<file path="src/rtl/cfg_hdr_pkg.sv">
package cfg_hdr_pkg;

    localparam logic [15:0] VENDOR_CODE  = 16'h1095;
    localparam logic [15:0] DEVICE_DFLT  = 16'h0680;
    localparam int          NUM_EVENTS   = 6;

    typedef enum logic [1:0] {
        SRC_DEFAULT = 2'd0,
        SRC_LOADED  = 2'd1,
        SRC_HOST    = 2'd2
    } id_src_e;

    // Bit position in the dword of event flag i (0 -> 24, 1..5 -> 27..31)
    function automatic int ev_pos(input int i);
        return (i == 0) ? 24 : 26 + i;
    endfunction

endpackage

</file>
<file path="src/rtl/cfg_devid_reg.sv">
module cfg_devid_reg
    import cfg_hdr_pkg::*;
(
    input  logic        clk,
    input  logic        rst_n,
    input  logic        host_wr,
    input  logic [1:0]  host_be,
    input  logic [15:0] host_data,
    input  logic        host_en,
    input  logic        ld_valid,
    input  logic [15:0] ld_data,
    output logic [15:0] dev_id
);

    id_src_e state_q, state_d;
    logic    host_go;
    logic    ld_take;

    assign host_go = host_wr && host_en && (|host_be);
    assign ld_take = ld_valid && (state_q == SRC_DEFAULT) && !host_go;

    always_comb begin
        state_d = state_q;
        unique case (state_q)
            SRC_DEFAULT: begin
                if (host_go)       state_d = SRC_HOST;
                else if (ld_valid) state_d = SRC_LOADED;
            end
            SRC_LOADED: begin
                if (host_go)       state_d = SRC_HOST;
            end
            SRC_HOST: begin
                state_d = SRC_HOST;
            end
            default: state_d = SRC_DEFAULT;
        endcase
    end

    always_ff @(posedge clk) begin
        if (!rst_n) state_q <= SRC_DEFAULT;
        else        state_q <= state_d;
    end

    always_ff @(posedge clk) begin
        if (!rst_n) begin
            dev_id <= DEVICE_DFLT;
        end else if (host_go) begin
            if (host_be[0]) dev_id[7:0]  <= host_data[7:0];
            if (host_be[1]) dev_id[15:8] <= host_data[15:8];
        end else if (ld_take) begin
            dev_id <= ld_data;
        end
    end

    AST_ID_LOCKED: assert property (@(posedge clk) disable iff (!rst_n)
        (!(host_wr && host_en) && !(ld_valid && state_q == SRC_DEFAULT)) |=> $stable(dev_id));

    AST_HOST_STICKY: assert property (@(posedge clk) disable iff (!rst_n)
        (state_q == SRC_HOST) |=> (state_q == SRC_HOST));

    AST_LOAD_ONCE: assert property (@(posedge clk) disable iff (!rst_n)
        (state_q == SRC_LOADED && !(host_wr && host_en)) |=> $stable(dev_id));

endmodule

</file>
<file path="src/rtl/cfg_stat_cmd_reg.sv">
module cfg_stat_cmd_reg
    import cfg_hdr_pkg::*;
#(
    parameter logic [15:0] CMD_MASK = 16'h0557
) (
    input  logic                  clk,
    input  logic                  rst_n,
    input  logic                  wr,
    input  logic [3:0]            be,
    input  logic [NUM_EVENTS-1:0] clr_bits,
    input  logic [15:0]           cmd_data,
    input  logic [NUM_EVENTS-1:0] ev,
    output logic [31:0]           value
);

    logic [NUM_EVENTS-1:0] flag_q;
    logic [15:0]           cmd_q;
    logic                  clr_lane;

    assign clr_lane = wr && be[3];

    for (genvar i = 0; i < NUM_EVENTS; i++) begin : g_flag
        always_ff @(posedge clk) begin
            if (!rst_n)                     flag_q[i] <= 1'b0;
            else if (ev[i])                 flag_q[i] <= 1'b1;
            else if (clr_lane && clr_bits[i]) flag_q[i] <= 1'b0;
        end

        AST_EV_SETS: assert property (@(posedge clk) disable iff (!rst_n)
            ev[i] |=> flag_q[i]);

        AST_W1C_CLEARS: assert property (@(posedge clk) disable iff (!rst_n)
            (!ev[i] && clr_lane && clr_bits[i]) |=> !flag_q[i]);

        AST_FLAG_HOLDS: assert property (@(posedge clk) disable iff (!rst_n)
            (!ev[i] && !(clr_lane && clr_bits[i])) |=> $stable(flag_q[i]));
    end

    for (genvar b = 0; b < 16; b++) begin : g_cmd
        if (CMD_MASK[b]) begin : g_impl
            always_ff @(posedge clk) begin
                if (!rst_n)              cmd_q[b] <= 1'b0;
                else if (wr && be[b/8])  cmd_q[b] <= cmd_data[b];
            end
        end else begin : g_none
            assign cmd_q[b] = 1'b0;
        end
    end

    always_comb begin
        value        = 32'h0290_0000;
        value[15:0]  = cmd_q;
        for (int i = 0; i < NUM_EVENTS; i++) value[ev_pos(i)] = flag_q[i];
    end

    AST_CMD_LANE_HOLD: assert property (@(posedge clk) disable iff (!rst_n)
        !(wr && be[0]) |=> $stable(cmd_q[7:0]));

endmodule

</file>
<file path="src/rtl/cfg_hdr_regs.sv">
module cfg_hdr_regs
    import cfg_hdr_pkg::*;
#(
    parameter int          OFF_W    = 4,
    parameter logic [15:0] CMD_MASK = 16'h0557
) (
    input  logic             clk,
    input  logic             rst_n,
    input  logic [OFF_W-1:0] acc_off,
    input  logic [3:0]       acc_be,
    input  logic             acc_wr,
    input  logic             acc_rd,
    input  logic [31:0]      acc_wdata,
    output logic [31:0]      acc_rdata,
    input  logic             id_wr_en,
    input  logic             ld_valid,
    input  logic [15:0]      ld_devid,
    input  logic             ev_det_par,
    input  logic             ev_sig_serr,
    input  logic             ev_rcv_mabort,
    input  logic             ev_rcv_tabort,
    input  logic             ev_sig_tabort,
    input  logic             ev_mst_dpar
);

    localparam logic [OFF_W-1:0] OFF_IDENT = OFF_W'(0);
    localparam logic [OFF_W-1:0] OFF_STCMD = OFF_W'(1);

    logic                  hit_ident, hit_stcmd;
    logic [15:0]           dev_id;
    logic [31:0]           stcmd_val;
    logic [NUM_EVENTS-1:0] ev_vec;
    logic [NUM_EVENTS-1:0] clr_vec;
    logic [31:0]           rd_mux;
    logic                  unused_wbits;

    assign hit_ident = (acc_off == OFF_IDENT);
    assign hit_stcmd = (acc_off == OFF_STCMD);

    assign ev_vec  = {ev_det_par, ev_sig_serr, ev_rcv_mabort,
                      ev_rcv_tabort, ev_sig_tabort, ev_mst_dpar};
    assign clr_vec = {acc_wdata[31:27], acc_wdata[24]};
    assign unused_wbits = ^{acc_wdata[26:25], acc_wdata[23:16]};

    cfg_devid_reg u_devid (
        .clk       (clk),
        .rst_n     (rst_n),
        .host_wr   (acc_wr && hit_ident),
        .host_be   (acc_be[3:2]),
        .host_data (acc_wdata[31:16]),
        .host_en   (id_wr_en),
        .ld_valid  (ld_valid),
        .ld_data   (ld_devid),
        .dev_id    (dev_id)
    );

    cfg_stat_cmd_reg #(.CMD_MASK(CMD_MASK)) u_stcmd (
        .clk      (clk),
        .rst_n    (rst_n),
        .wr       (acc_wr && hit_stcmd),
        .be       (acc_be),
        .clr_bits (clr_vec),
        .cmd_data (acc_wdata[15:0]),
        .ev       (ev_vec),
        .value    (stcmd_val)
    );

    always_comb begin
        if (hit_ident)      rd_mux = {dev_id, VENDOR_CODE};
        else if (hit_stcmd) rd_mux = stcmd_val;
        else                rd_mux = 32'h0;
    end

    always_ff @(posedge clk) begin
        if (!rst_n)      acc_rdata <= 32'h0;
        else if (acc_rd) acc_rdata <= rd_mux;
    end

    AST_VENDOR_FIXED: assert property (@(posedge clk) disable iff (!rst_n)
        (acc_rd && hit_ident) |=> (acc_rdata[15:0] == 16'h1095));

    AST_HARDWIRED: assert property (@(posedge clk) disable iff (!rst_n)
        (acc_rd && hit_stcmd) |=> (acc_rdata[26:25] == 2'b01 && acc_rdata[23]
                                   && !acc_rdata[22] && acc_rdata[20]));

    AST_RDATA_HOLD: assert property (@(posedge clk) disable iff (!rst_n)
        !acc_rd |=> $stable(acc_rdata));

endmodule

</file>
<file path="config.mk">
export PLATFORM = sky130hd
export DESIGN_NAME = cfg_hdr_regs
export DESIGN_NICKNAME = d
export VERILOG_FILES = /design/src/rtl/cfg_hdr_pkg.sv /design/src/rtl/cfg_devid_reg.sv /design/src/rtl/cfg_stat_cmd_reg.sv /design/src/rtl/cfg_hdr_regs.sv
export SDC_FILE = /design/constraint.sdc
export NUM_CORES = 1
export LEC_CHECK = 0
export BUFFER_PORTS_ARGS = -buffer_cell sky130_fd_sc_hd__buf_4
export CORE_ASPECT_RATIO = 0.75
export CORE_MARGIN = 5
export CORE_UTILIZATION = 40
export CTS_BUF_LIST = sky130_fd_sc_hd__clkbuf_8
export CTS_CLUSTER_DIAMETER = 100
export DETAILED_ROUTE_END_ITERATION = 8
export PLACE_DENSITY = 0.74
export SLEW_MARGIN = 20
export SYNTH_ARGS = -nofsm -noshare
export SYNTH_HDL_FRONTEND = slang
export SYNTH_HIERARCHICAL = 1
export SYNTH_SLANG_ARGS = --single-unit
</file>
<file path="constraint.sdc">
create_clock -name clk -period 2.4 [get_ports clk]
set_clock_uncertainty 0.05 [all_clocks]
set_input_delay 0.12 -clock clk [delete_from_list [all_inputs] [get_ports clk]]
set_output_delay 0.12 -clock clk [all_outputs]
set_load 0.005 [all_outputs]
</file>
After elaboration in Yosys (flattened, before gate mapping)
Index checks and enable logic that the tools add are counted.
{"block": "word_totals", "in_bits": 68, "reg_bits": 63, "elab_cells": 75}
{"block": "classes", "reduce_logical": 29, "n_mux": 22, "n_eq_ne": 7}
{"op": "two-way mux 32 bit", "n": 2}
{"op": "two-way mux 16 bit", "n": 2}
{"op": "two-way mux 8 bit", "n": 2}
{"op": "logical AND 1 bit", "n": 15}
{"op": "nonzero test 2 bit", "n": 7}
{"op": "two-way mux 1 bit", "n": 12}
{"op": "two-way mux 2 bit", "n": 3}
{"op": "case mux 2 bit (3 select lines)", "n": 1}
{"op": "AND reduction 2 bit", "n": 3}
{"op": "== test 4 x 1 -> 1 bit (second input constant)", "n": 1}
{"op": "logical NOT 4 bit", "n": 1}
{"op": "inequality test 2 bit (second input constant)", "n": 2}
{"op": "inequality test 3 x 2 -> 1 bit (second input constant)", "n": 1}
{"op": "== test 2 x 1 -> 1 bit (second input constant)", "n": 1}
{"op": "== test 2 bit (second input constant)", "n": 1}
{"op": "logical NOT 2 bit", "n": 1}
{"op": "inequality test 2 x 1 -> 1 bit (second input constant)", "n": 1}
{"op": "OR reduction 2 bit", "n": 1}
{"op": "logical NOT 1 bit", "n": 1}

Longest topological paths before layout
{"block": "logic_depth", "depth_word": 8, "depth_mapped": 9}

Cells and area by module
Netlist, hierarchy kept.
{"module": "cfg_hdr_regs", "cells_each": 148, "instances": 1, "seq_area_each_um2": 640.6, "area_per_inst_um2": 1559.0}
{"module": "cfg_devid_reg", "cells_each": 91, "instances": 1, "seq_area_each_um2": 360.3, "area_per_inst_um2": 949.7}
{"module": "cfg_stat_cmd_reg", "cells_each": 80, "instances": 1, "seq_area_each_um2": 260.2, "area_per_inst_um2": 659.4}

Worst setup path before layout
No wires, ideal clock.
{"block": "synth_timing", "path_kind": "input-to-reg", "from": "input port acc_off[3]", "to": "register u_devid.dev_id[11]", "setup_ps": 116, "path_buffers": 3, "t_arrival_ps": 2056, "path_slack_ps": 178, "path_stages": 8, "path_cell_list": "or3_1 buf_6 buf_8 nor3b_1 nand3_1 a31o_2 buf_6 o211a_1"}
{"block": "synth_between", "elab_chain_len": 8, "elab_cells_between_ends": 10, "classes_between": "eq/ne (1); mux (1); reduce/logical (8)"}
{"element": "from (decl)", "line_no": "cfg_hdr_regs.sv:9", "source": "input logic [OFF_W-1:0] acc_off,"}
{"element": "logical NOT 4 bit (*)", "line_no": "cfg_hdr_regs.sv:37", "source": "assign hit_ident = (acc_off == OFF_IDENT);"}
{"element": "logical AND 1 bit (*)", "line_no": "cfg_hdr_regs.sv:48", "source": ".host_wr (acc_wr && hit_ident),"}
{"element": "logical AND 1 bit (*) (2 in series)", "line_no": "cfg_devid_reg.sv:19", "source": "assign host_go = host_wr && host_en && (|host_be);"}
{"element": "logical NOT 1 bit", "line_no": "cfg_devid_reg.sv:20", "source": "assign ld_take = ld_valid && (state_q == SRC_DEFAULT) && !host_go;"}
{"element": "logical AND 1 bit", "line_no": "cfg_devid_reg.sv:20"}
{"element": "nonzero test 2 bit (no source line)"}
{"element": "AND reduction 2 bit (no source line)"}
{"element": "to (signal assigned)", "line_no": "cfg_devid_reg.sv:49", "source": "if (host_be[1]) dev_id[15:8] <= host_data[15:8];"}
{"element": "to (signal assigned)", "line_no": "cfg_devid_reg.sv:51", "source": "dev_id <= ld_data;"}
{"element": "to (decl)", "line_no": "cfg_devid_reg.sv:12", "source": "output logic [15:0] dev_id"}
Mark *: on every way between the ends. The rest lies on a longest branch, timed or not.
A chain may end at the register's enable or synchronous reset.

Final worst setup path
{"block": "layout_timing", "from": "input port acc_off[3]", "to": "register u_devid.dev_id[13]"}
The elaborated chain is that of the path after synthesis.

==> key figures <==
GRT
  • Global-route wire length before repair: approximately 13 mm
  • Vias in the first global route: 2647
  • Largest net degree at the start of global routing: 37
  • Overflow after GRT: 0
  • Initial antenna violation count: 0
  • Total track usage: 0.162

Route
  • DRC Markers: 0
  • Detailed Route Iter0 Violations: 127
  • DRT Pass-1 Iters: 4
  • WL final: 7.63 mm
  • Vias per cell: 4.88
  • Routed Antenna Nets: 0
  • Wirelength per Cell: 14.4 um
  • Vias: 2592

Critical path
  • Crit path top cell by count: buf_4
  • CP max stage delay: 0.44 ns
  • R2R cell count: 6
  • Critical path class: input port to register
  • Highest-delay cell along the critical path: nor3b_1
  • Startpoint types: input port
  • R2R Setup Slk: 0.70 ns
  • Crit-path max FO: 16
  • Worst Setup End Kind: register
  • Worst EP arrival: 2.17 ns
  • CP cell instances: buf_4 -> or3_1 -> nor3b_1 -> buf_4 -> o211ai_4 -> buf_4 -> mux2i_1 -> nand2_1 -> o211a_1
  • Worst path required time: 2.57 ns

Cells and area
  • Layout cells sized above 1: 0.329
  • Nets: 492
  • Most common cell after layout, fill and taps aside: buf_4
  • Area growth from synthesis to layout: 33.4%
  • Most frequent cells in the layout: buf_4 (97), dfxtp_1 (63), nand2_1 (36)
  • Antenna cell count: 0

Timing
  • Slew Limit Fails: 0
  • Worst-margin pin slew: 0.682 ns
  • Fmax: 500 MHz
  • Fin. Hold Viols: 0
  • Slew margin rel.: 0.543
  • Final Setup Violations: 0
  • Final worst-path cycle share: 0.833
  • Final min period: between 1.5 and 2 ns
  • Final TNS setup: 0 ns
  • RSZ-0062 raised after global routing: false

Die
  • Initial Utilization: 0.406
  • Number of cell rows: 28
  • Core Region: 0.00781 mm2
  • Die W: 113 um
  • IO Pins: 100
  • Die height: 87.1 um
  • Die Area: 0.00982 mm2

Run
  • Maxcap violations: 0

Clock tree
  • Clk sinks: 63
  • H-tree depth: 3
  • Clock transition at the registers of the reported paths: 0.07 ns
  • CTS buffer count: 9
  • Clk_lat worst skew: 0.33 ns
  • TritonCTS clock tree: yes
  • Root Buffer: clkbuf_8
  • Maximum clock path buffer count: 2
  • Cts repair resizes: 0

Place
  • I/O Buffers: 90
  • Gpl congestion: 0.783
  • Post-DP HPWL: 5.31 mm

Yosys
  • EDFF count, synth: 0
  • Synthesized area per cell: 9.93 um2
  • Leading post-synthesis cells by cell area: dfxtp_1 (40%), mux2i_1 (10%), o32ai_2 (9.8%)
  • Share of the synthesized area in the top cell type: 0.398
  • Yosys warns: 6
  • Synth Cell Area: approximately 0.0032 mm2
  • Post-synthesis cell type with the largest combined area: dfxtp_1
  • Seq/Total Area, Yosys: 0.398
  • Syn Inst Count: 319
  • Fraction of registers with async set/reset: 0
  • Synth cell types: 40
  • Post-synth top flop: dfxtp_1
  • #FFs+latches synth: 63

Power and ir drop
  • Sequential Power Share: 0.422
  • Switching power: 659 uW
  • Clock power share: 0.417
  • Switching share of total power: 0.239
  • Int Pwr: approximately 2.1 mW
  • Pwr/cell area: 651 mW/mm2
  • Max rail drop VDD: 0.297 mV
  • Tot Pwr: 2.75 mW
  • Comb power frac: 0.161
  • Leak pwr: 1.97 nW

Run status
  • Outcome: finished, final reports clean

Worst hold path
  • Hold WC Path Type: input port to register
  • WHS Path Cells: 3
==> layout make-up <==
type,instances,area (um2)
Multi-Input combinational cell,197,1540
Sequential cell,63,1260
Clock inverter,5,104
Inverter,35,131
Timing Repair Buffer,115,908
Clock buffer,11,151
Tap cell,105,131
Fill cell,721,3590
==> sequential cells by signal (all words and copies together) (netlist names) <==
register,cells
acc_rdata,32
u_stcmd/value,13
u_devid/state_q,2
u_devid/dev_id,16
==> repair_timing <==
action | CTS | global route
setup buffers | 0 | 0
hold buffers | 18 | 0
setup endpoints to repair | 0 | 0
endpoints found under the hold margin | 13 | 0
==> path summary, 6_finish.rpt <==
kind / from / endpoint
worst min-delay path: acc_be[1] / u_stcmd/value[8]
worst min register to register: u_stcmd/value[2] / u_stcmd/value[2]
worst max register to register: u_devid/state_q[0] / u_devid/dev_id[2]
worst max-delay path: acc_off[3] / u_devid/dev_id[13]
==> power groups by stage <==
stage	Combinational, mW	Clock (mW)	Sequential [mW]
2_1_floorplan	0.308	0	1.17
3_3_place_gp	0.404	0	1.18
3_5_place_dp	0.415	0	1.18
4_1_cts	0.445	1.18	1.16
5_1_grt	0.497	1.22	1.17
6_report	0.443	1.15	1.16
==> cell usage after synthesis (4+ instances only) <==
library cell	instances
a31oi_1	6
buf_6	4
mux2i_1	33
o211a_1	13
nor4b_1	5
clkbuf_1	6
nand4_1	7
o32ai_2	19
nor2_1	5
buf_4	20
o21ai_0	11
dfxtp_1	63
o32ai_1	8
inv_1	35
and3b_1	5
nand2_1	36
buf_2	7
==> logic make-up (layout without fill, tap and decap cells) <==
| kind of cell | after synthesis | in the layout | share of synthesized area |
|---|---|---|---|
| other | 2 | 19 | 0.00237 |
| muxes | 36 | 36 | 0.115 |
| DFF | 63 | 63 | 0.398 |
| adders and majority gates | 3 | 3 | 0.0118 |
| buffers and inverters | 76 | 166 | 0.137 |
| and+or+nand+nor | 71 | 71 | 0.116 |
| AOI/OAI and AO/OA | 68 | 68 | 0.220 |
==> worst max-delay path: cells and delay by family <==
family | cells | cell delay [ns]
and+or+nand+nor | 3 | 0.91
buffers and inverters | 3 | 0.61
muxes | 1 | 0.16
AOI/OAI and AO/OA | 2 | 0.37
==> layer usage <==
metal | vias to the layer above | global-route usage | wire length, um
met1 | 1211 | 0.208 | 3360
met2 | 77 | 0.261 | 3630
met4 | 0 | 0.0469 | 56
met5 | - | 0 | 0
li1 | 1297 | - | -
met3 | 7 | 0.0514 | 580
==> metrics by stage <==
step | util | hold WS [ns] | setup WS, ns | instances | cell area, um2
detailed placement | 0.485 | 0.277 | 0.0800 | 497 | 3790
finish | 0.541 | 0.0263 | 0.401 | 531 | 4230
global placement | 0.485 | 0.269 | 0.106 | 497 | 3790
global route | 0.541 | 0.0149 | 0.310 | 531 | 4230
floorplan | - | 0.177 | 0.178 | 336 | 3230
CTS | 0.541 | 0.00694 | 0.427 | 531 | 4230
Power figures use the tool's default switching activity.
